--- src/rtl/pixfix.sv ---
module pixfix #(
  parameter int PIX_W   = 8,
  parameter int X_W     = 11,
  parameter int Y_W     = 11,
  parameter int ROWS    = 1080,
  parameter int MAX_DEF = 100,
  localparam int IDX_W  = $clog2(MAX_DEF),
  localparam int CNT_W  = $clog2(MAX_DEF + 1)
) (
  input  logic             clk,
  input  logic             rst_n,
  input  logic             ld_we,
  input  logic [IDX_W-1:0] ld_idx,
  input  logic [X_W-1:0]   ld_x,
  input  logic [Y_W-1:0]   ld_y,
  input  logic             ld_commit,
  input  logic [CNT_W-1:0] ld_num,
  output logic             list_ready,
  input  logic             in_valid,
  input  logic             in_sof,
  input  logic             in_eol,
  input  logic [PIX_W-1:0] in_pix,
  output logic             out_valid,
  output logic             out_sof,
  output logic             out_eol,
  output logic [PIX_W-1:0] out_pix
);
  localparam int ENT_W = X_W + Y_W;

  logic [ENT_W-1:0] list_mem [MAX_DEF];
  logic [ENT_W-1:0] head, ent, cmp_ent;
  logic [CNT_W-1:0] count, ptr, base_ptr, ptr_d;
  logic [X_W-1:0]   cx, pos_x;
  logic [Y_W-1:0]   cy, pos_y;
  logic             frame_act, load_ok, sof_v, hit;
  logic             v1, sof1, eol1, bad1, first1;
  logic [PIX_W-1:0] p1;

  assign load_ok  = !frame_act && !in_valid;
  assign sof_v    = in_valid && in_sof;
  assign pos_x    = sof_v ? '0 : cx;
  assign pos_y    = sof_v ? '0 : cy;
  assign cmp_ent  = sof_v ? head : ent;
  assign base_ptr = sof_v ? '0 : ptr;
  assign hit      = in_valid && (base_ptr < count) && (cmp_ent == {pos_y, pos_x});
  assign ptr_d    = in_valid ? base_ptr + CNT_W'(hit) : ptr;

  always_ff @(posedge clk)
    if (ld_we && load_ok && int'(ld_idx) < MAX_DEF)
      list_mem[ld_idx] <= {ld_y, ld_x};

  always_ff @(posedge clk or negedge rst_n) begin
    if (!rst_n) begin
      head       <= '0;
      count      <= '0;
      list_ready <= 1'b0;
    end else if (load_ok) begin
      if (ld_we && ld_idx == '0) head <= {ld_y, ld_x};
      if (ld_commit) begin
        count      <= (int'(ld_num) > MAX_DEF) ? CNT_W'(MAX_DEF) : ld_num;
        list_ready <= 1'b1;
      end
    end
  end

  always_ff @(posedge clk or negedge rst_n) begin
    if (!rst_n) begin
      ptr <= '0;
      ent <= '0;
    end else begin
      ptr <= ptr_d;
      ent <= (int'(ptr_d) < MAX_DEF) ? list_mem[ptr_d[IDX_W-1:0]] : '0;
    end
  end

  always_ff @(posedge clk or negedge rst_n) begin
    if (!rst_n) begin
      cx        <= '0;
      cy        <= '0;
      frame_act <= 1'b0;
    end else if (in_valid) begin
      if (in_eol) begin
        cx <= '0;
        cy <= pos_y + Y_W'(1);
      end else begin
        cx <= pos_x + X_W'(1);
        cy <= pos_y;
      end
      if (sof_v) frame_act <= 1'b1;
      if (in_eol && pos_y == Y_W'(ROWS - 1)) frame_act <= 1'b0;
    end
  end

  always_ff @(posedge clk or negedge rst_n) begin
    if (!rst_n) begin
      v1     <= 1'b0;
      sof1   <= 1'b0;
      eol1   <= 1'b0;
      bad1   <= 1'b0;
      first1 <= 1'b0;
      p1     <= '0;
    end else begin
      v1     <= in_valid;
      sof1   <= sof_v;
      eol1   <= in_valid && in_eol;
      bad1   <= hit;
      first1 <= in_valid && pos_x == '0;
      p1     <= in_pix;
    end
  end

  always_ff @(posedge clk or negedge rst_n) begin
    if (!rst_n) begin
      out_valid <= 1'b0;
      out_sof   <= 1'b0;
      out_eol   <= 1'b0;
      out_pix   <= '0;
    end else begin
      out_valid <= v1;
      out_sof   <= sof1;
      out_eol   <= eol1;
      if (v1) begin
        if (!bad1)       out_pix <= p1;
        else if (!first1) out_pix <= out_pix;
        else if (eol1)   out_pix <= p1;
        else             out_pix <= in_pix;
      end
    end
  end
endmodule

--- config.mk ---
export PLATFORM = sky130hd
export DESIGN_NAME = pixfix
export DESIGN_NICKNAME = d
export VERILOG_FILES = /design/src/rtl/pixfix.sv
export SDC_FILE = /design/constraint.sdc
export NUM_CORES = 2
export LEC_CHECK = 0
export BUFFER_PORTS_ARGS = -buffer_cell sky130_fd_sc_hd__buf_2
export CELL_PAD_IN_SITES_DETAIL_PLACEMENT = 1
export CELL_PAD_IN_SITES_GLOBAL_PLACEMENT = 1
export CORE_MARGIN = 2
export CORE_UTILIZATION = 50
export DETAILED_ROUTE_END_ITERATION = 6
export PLACE_DENSITY_LB_ADDON = 0.2
export SYNTH_ARGS = -nofsm -noshare
export SYNTH_HDL_FRONTEND = slang
export SYNTH_SLANG_ARGS = --single-unit
--- constraint.sdc ---
create_clock -name clk -period 9.6 [get_ports clk]
set_clock_uncertainty 0.1 [all_clocks]
set_input_delay 1.92 -clock clk [delete_from_list [all_inputs] [get_ports clk]]
set_output_delay 1.92 -clock clk [all_outputs]
set_load 0.03 [all_outputs]
======== Yosys cells after proc, flatten, opt, wreduce, memory -nomap -nowiden ========
Memory sizes are Yosys's and may differ from the RTL's.
Index checks and enable logic that the tools add are counted.
word-level totals
  RAM bits ................................ 2200
  memories ................................ 1
  output and inout port bits .............. 12
  input port bits ......................... 51
  register bits after elaboration ......... 106
  word-level logic and storage cells ...... 64
operators by class
  $lt $le $gt $ge ......................... 4
  add/subtract/negate cells ............... 3
  multiplexer cells ....................... 16
  reduce and logical (&&, ||, !) cells .... 19
  equality and inequality tests ........... 3
memory list
  name      depth  bits a word  rd ports  clocked after memory_dff  write ports  RTL line  text
  list_mem  100    22           1         0                         1            30        logic [ENT_W-1:0] list_mem [MAX_DEF];
operators with widths
  kind                                                    number
  two-way mux 11 bit                                      4
  two-way mux 22 bit                                      2
  two-way mux 8 bit                                       3
  adder 11 x 1 -> 11 bit (second input constant)          2
  equality test 22 bit                                    1
  two-way mux 7 bit                                       3
  < comparator 7 bit (second input constant)              2
  equality test 11 bit (second input constant)            1
  logical NOT 11 bit                                      1
  logical AND 1 bit                                       10
  AND reduction 2 bit                                     4
  adder 7 x 1 -> 7 bit                                    1
  > comparator 7 bit (second input constant)              1
  logical NOT 7 bit                                       1
  < comparator 7 bit                                      1
  two-way mux 1 bit                                       4
  logical NOT 1 bit                                       2
  inequality test 2 x 1 -> 1 bit (second input constant)  1
  nonzero test 2 bit                                      1

======== Depth between registers and ports, before layout ========
  word-level depth ........................ 9
  gate-level depth with buffers ........... 25
  gate-level depth less buffers ........... 20

======== Least setup slack after synthesis ========
OpenSTA, ideal clock, no wires.
  kind .................................... input to register
  from .................................... in in_sof
  to ...................................... reg ent[10]
  required time ........................... 9.404 ns
  arrival time ............................ 5.981 ns
  stages .................................. 22
  slack ................................... 3.423 ns
  setup time .............................. 0.096 ns
  buffers on the path ..................... 3
  cells stage by stage .................... clkbuf_1 > nand2_1 > clkbuf_1 > and2_1 > ha_1 > a21o_1 > a21o_1 > a21oi_1 > a211oi_1 > o211ai_1 > and3_1 > ha_1 > ha_1 > mux2i_4 > clkinv_2 > buf_4 > mux2i_1 > mux4_2 > a32o_1 > nand2_1 > nand4_1 > nor4_2
on the way
  cells in the longest elaborated chain, start to end .. 9
  elaborated cells on any way between the ends .. 14
  classes of those cells .................. add/sub (1); order compare (2); eq/ne (1); mux (6); reduce/logical (3); memory (1)
RTL lines
  what                                                                RTL line  text
  start, declared                                                     20        input logic in_sof,
  logical AND 1 bit *                                                 40        assign sof_v = in_valid && in_sof;
  two-way mux 7 bit                                                   44        assign base_ptr = sof_v ? '0 : ptr;
  < comparator 7 bit                                                  45        assign hit = in_valid && (base_ptr < count) && (cmp_ent == {pos_y, pos_x});
  logical AND 1 bit                                                   45
  logical AND 1 bit *                                                 45
  via hit                                                             35        logic frame_act, load_ok, sof_v, hit;
  adder 7 x 1 -> 7 bit *                                              46        assign ptr_d = in_valid ? base_ptr + CNT_W'(hit) : ptr;
  two-way mux 7 bit *                                                 46
  memory (100 x 22 bit) / < comparator 7 bit (equally long branches)  -
  two-way mux 22 bit *                                                72        ent <= (int'(ptr_d) < MAX_DEF) ? list_mem[ptr_d[IDX_W-1:0]] : '0;
  end signal, assigned                                                72
  end, declared                                                       31        logic [ENT_W-1:0] head, ent, cmp_ent;
Mark *: on every way through the listed nets, which the timed path passes. The rest lies on a longest branch.
A chain may end at the register's enable or synchronous reset.

======== Worst setup path in the final report ========
  from .................................... in in_sof
  to ...................................... reg ent[2]
The elaborated chain is that of the path after synthesis.

==> summary.md <==
| Metric | Value |
|---|---|
| Unrepaired setup endpoints after global routing | `no` |
| Die height | `433.2 um` |
| Min Clock Period, post-route | `7.663 ns` |
| Global-route wire length before repair | `428900 um` |
| WL final | `294400 um` |
| Max stage delay cell, worst path | `mux2i_4` |
| # clock sinks | `2306` |
| Total CTS buffers | `232` |
| Drt first-iter violations | `7331` |
| Top-area cell type share of the netlist area | `71.74%` |
| Hold Path Stages | `0` |
| Synthesized cell area | `92090 sq um` |
| Crit-path cells | `buf_2 > nand2_1 > and2_1 > ha_1 > a21o_1 > a21o_1 > a21oi_1 > a211oi_1 > o211ai_1 > and3_1 > ha_1 > ha_1 > mux2i_4 > buf_12 > buf_12 > nand2_1 > and3_1 > a311oi_1 > a311oi_1 > a31oi_1 > o22ai_1 > nor4_1` |
| Worst-Skew Late Latency | `0.89 ns` |
| HPWL Detailed | `170500 um` |
| Number of synthesized flops with an enable pin | `2200` |
| Max Transition Viols Final | `0` |
| Antenna violations before repair | `17` |
| Drt drc | `0` |
| Filler cells | `17840` |
| R2r worst-path depth | `18` |
| Initial Utilization | `50.30%` |
| Commonest cells in the netlist | `edfxtp_1 (2200), nand2_1 (2089), nand3_1 (1051)` |
| Worst-Margin Slew | `1.294 ns` |
| CTS H-tree lvls | `4` |
| Global placement routability congestion | `0.9683` |
| PortBufs | `62` |
| Die Width | `433.2 um` |
| Final-report setup violation count | `0` |
| Power after layout | `21060 uW` |
| Ys flop type | `edfxtp_1` |
| Layout Nets | `7062` |
| Fin Setup TNS | `0 ns` |
| Placed Instances | `9232` |
| Postcts setup bufs | `0` |
| Hold Vio Cnt, Final | `0` |
| Post-DR vias/cell | `6.262` |
| Final Hold Slack | `0.2549 ns` |
| Rows | `157` |
| Setup CP Type | `in -> reg` |
| Synth Instances | `6969` |
| Clk slew on worst S/H paths | `0.06 ns` |
| Syn-to-layout area delta | `11.90%` |
| Reg2reg start | `cx[8]$_DFFE_PN0P_` |
| Register area share after synthesis | `74.62%` |
| Status | `finished, final reports clean` |
| FFs w/ async S/R, synth | `4.597%` |
| Worst hold-check path type | `reg -> reg` |
| Post-Layout Cell Count | `9665` |
| Antenna-violating nets left | `0` |
| RR Endpoint | `ent[2]$_DFF_PN0_` |
| Worst vdd ir | `0.2063 mV` |
| Leakage | `0.03513 uW` |
| Footprint of the multi-input gates | `21490 sq um` |
| Flop-to-flop setup slack | `3.06 ns` |
| HP Start | `sof1$_DFF_PN0_` |
| Most common cell in the netlist | `edfxtp_1` |
| Syn Area/Cell | `13.21 sq um` |
| Arrival @ worst endpoint | `8.31 ns` |
| Detailed-route wire length per cell | `30.46 um` |
| Critical path peak fanout | `158` |
| Syn nets | `7029` |
| CTS Hold Buffers Added | `0` |
| Synth area leader | `edfxtp_1` |
| PD cells | `204.3 nW/um^2` |
| # IOs | `63` |
| Vias in the first global route | `62600` |
| Final worst path period share | `79.82%` |
| Vias | `60530` |
| Core area | `183100 sq um` |
| Warnings, synthesis | `0` |
| Post-DP Area | `95720 sq um` |
| Root Buffer | `clkbuf_16` |
| FF/Latch Area | `68720 sq um` |
| Max clock buf depth | `3` |
| CTS tree | `yes` |
| Largest net degree at the start of global routing | `159` |
| Crit path required time | `10.25 ns` |
| Overall Global Routing Usage | `31.40%` |
| Slew margin rel. | `13.44%` |
| CP dominant cell by count | `ha_1` |
| Drt pass-1 iters | `5` |
| F_max | `130.5 MHz` |
| Gates resized, CTS repair | `0` |
| Global route overflow | `0` |
| Final Cell Area | `103000 sq um` |
| # Max-Cap Violations | `0` |
| Area contributors post-synth | `edfxtp_1 (72%), nand2_1 (8.5%), nand3_1 (5.7%), dfrtp_1 (2.9%), a311oi_1 (2.0%)` |
| #FFs+latches synth | `2306` |
| Critical path capture point type | `flop` |
| Slowest stage delay, CP | `0.49 ns` |
| Layout cells sized above 1 | `10.44%` |
| Synth unique cells | `72` |
| Crit path launch type | `input port` |
| Die area | `187600 sq um` |
| Hold Path End | `out_sof$_DFF_PN0_` |
## metrics by stage
step	utilization (%)	worst slack, ns
6_report	56.28	1.937
3_3_place_gp	52.28	1.373
5_1_grt	56.28	1.634
4_1_cts	56.27	2.187
3_5_place_dp	52.28	1.253
2_1_floorplan	-	3.423
## critical path, delay by kind of cell
kind,cells,cell delay (ns)
compound gates,9,1.93
fa+ha+maj,3,0.84
buf+inv,3,0.97
mux,1,0.49
simple gates,6,1.78
## flip-flops by register name (all words and copies together) (netlist names)
name / cells
out_eol: 1
p1: 8
count: 7
list_ready: 1
ptr: 7
eol1: 1
cy: 11
sof1: 1
ent: 22
first1: 1
out_sof: 1
head: 22
out_pix: 8
cx: 11
frame_act: 1
list_mem: 2200
v1: 1
bad1: 1
out_valid: 1
## logic make-up after synthesis
kind of cell | Yosys count | synth area share [%]
simple gates | 3512 | 16.51
flops | 2306 | 74.62
buf+inv | 503 | 2.482
compound gates | 488 | 4.057
mux | 134 | 2.045
xor+xnor | 17 | 0.1617
fa+ha+maj | 9 | 0.1223
## worst max path at each step
stage,from,end,slack (ns)
6_report,in_sof,ent[2]$_DFF_PN0_,1.94
5_1_grt,in_sof,ent[2]$_DFF_PN0_,1.63
4_1_cts,in_sof,ent[2]$_DFF_PN0_,2.19
3_5_place_dp,in_sof,ent[2]$_DFF_PN0_,1.25
3_3_place_gp,in_sof,ent[20]$_DFF_PN0_,1.37
2_1_floorplan,in_sof,ent[10]$_DFF_PN0_,3.42
## layout make-up
type,instances,share of cell area (%)
flip-flops and latches,2306,66.69
multi-input cells,4160,20.86
clock buffers,286,5.941
well taps,2464,2.992
repair buffers,263,2.186
clock inverters,138,1.146
inverters,39,0.1700
diodes,9,0.02186
## cell usage in the layout, fill, tap and decap left out, types with 42 or more instances in the layout
cell type | netlist | routed
clkinv_1 | 0 | 69
a31oi_1 | 84 | 84
edfxtp_1 | 2200 | 2200
clkbuf_1 | 173 | 46
and3_1 | 129 | 129
nor2_2 | 0 | 73
dfrtp_1 | 106 | 106
nand2_1 | 2089 | 2088
mux4_2 | 42 | 42
buf_4 | 24 | 194
clkbuf_16 | 0 | 235
nand3_1 | 1051 | 1051
mux2i_1 | 88 | 88
a311oi_1 | 211 | 211
## metal layers
layer	track usage [%]	up-vias	wire, um
met2	49.81	2672	138800
met5	0	-	24
met3	6.183	559	25410
met4	12.61	6	12240
li1	-	25720	-
met1	42.83	31570	117900
## power breakdown
part           total, uW  switching [uW]  internal, uW
Combinational       1140             860           279
Clock               8840            3900          4940
Sequential         11100            34.2         11000
Total              21100            4800         16300
Power figures use the tool's default switching activity.
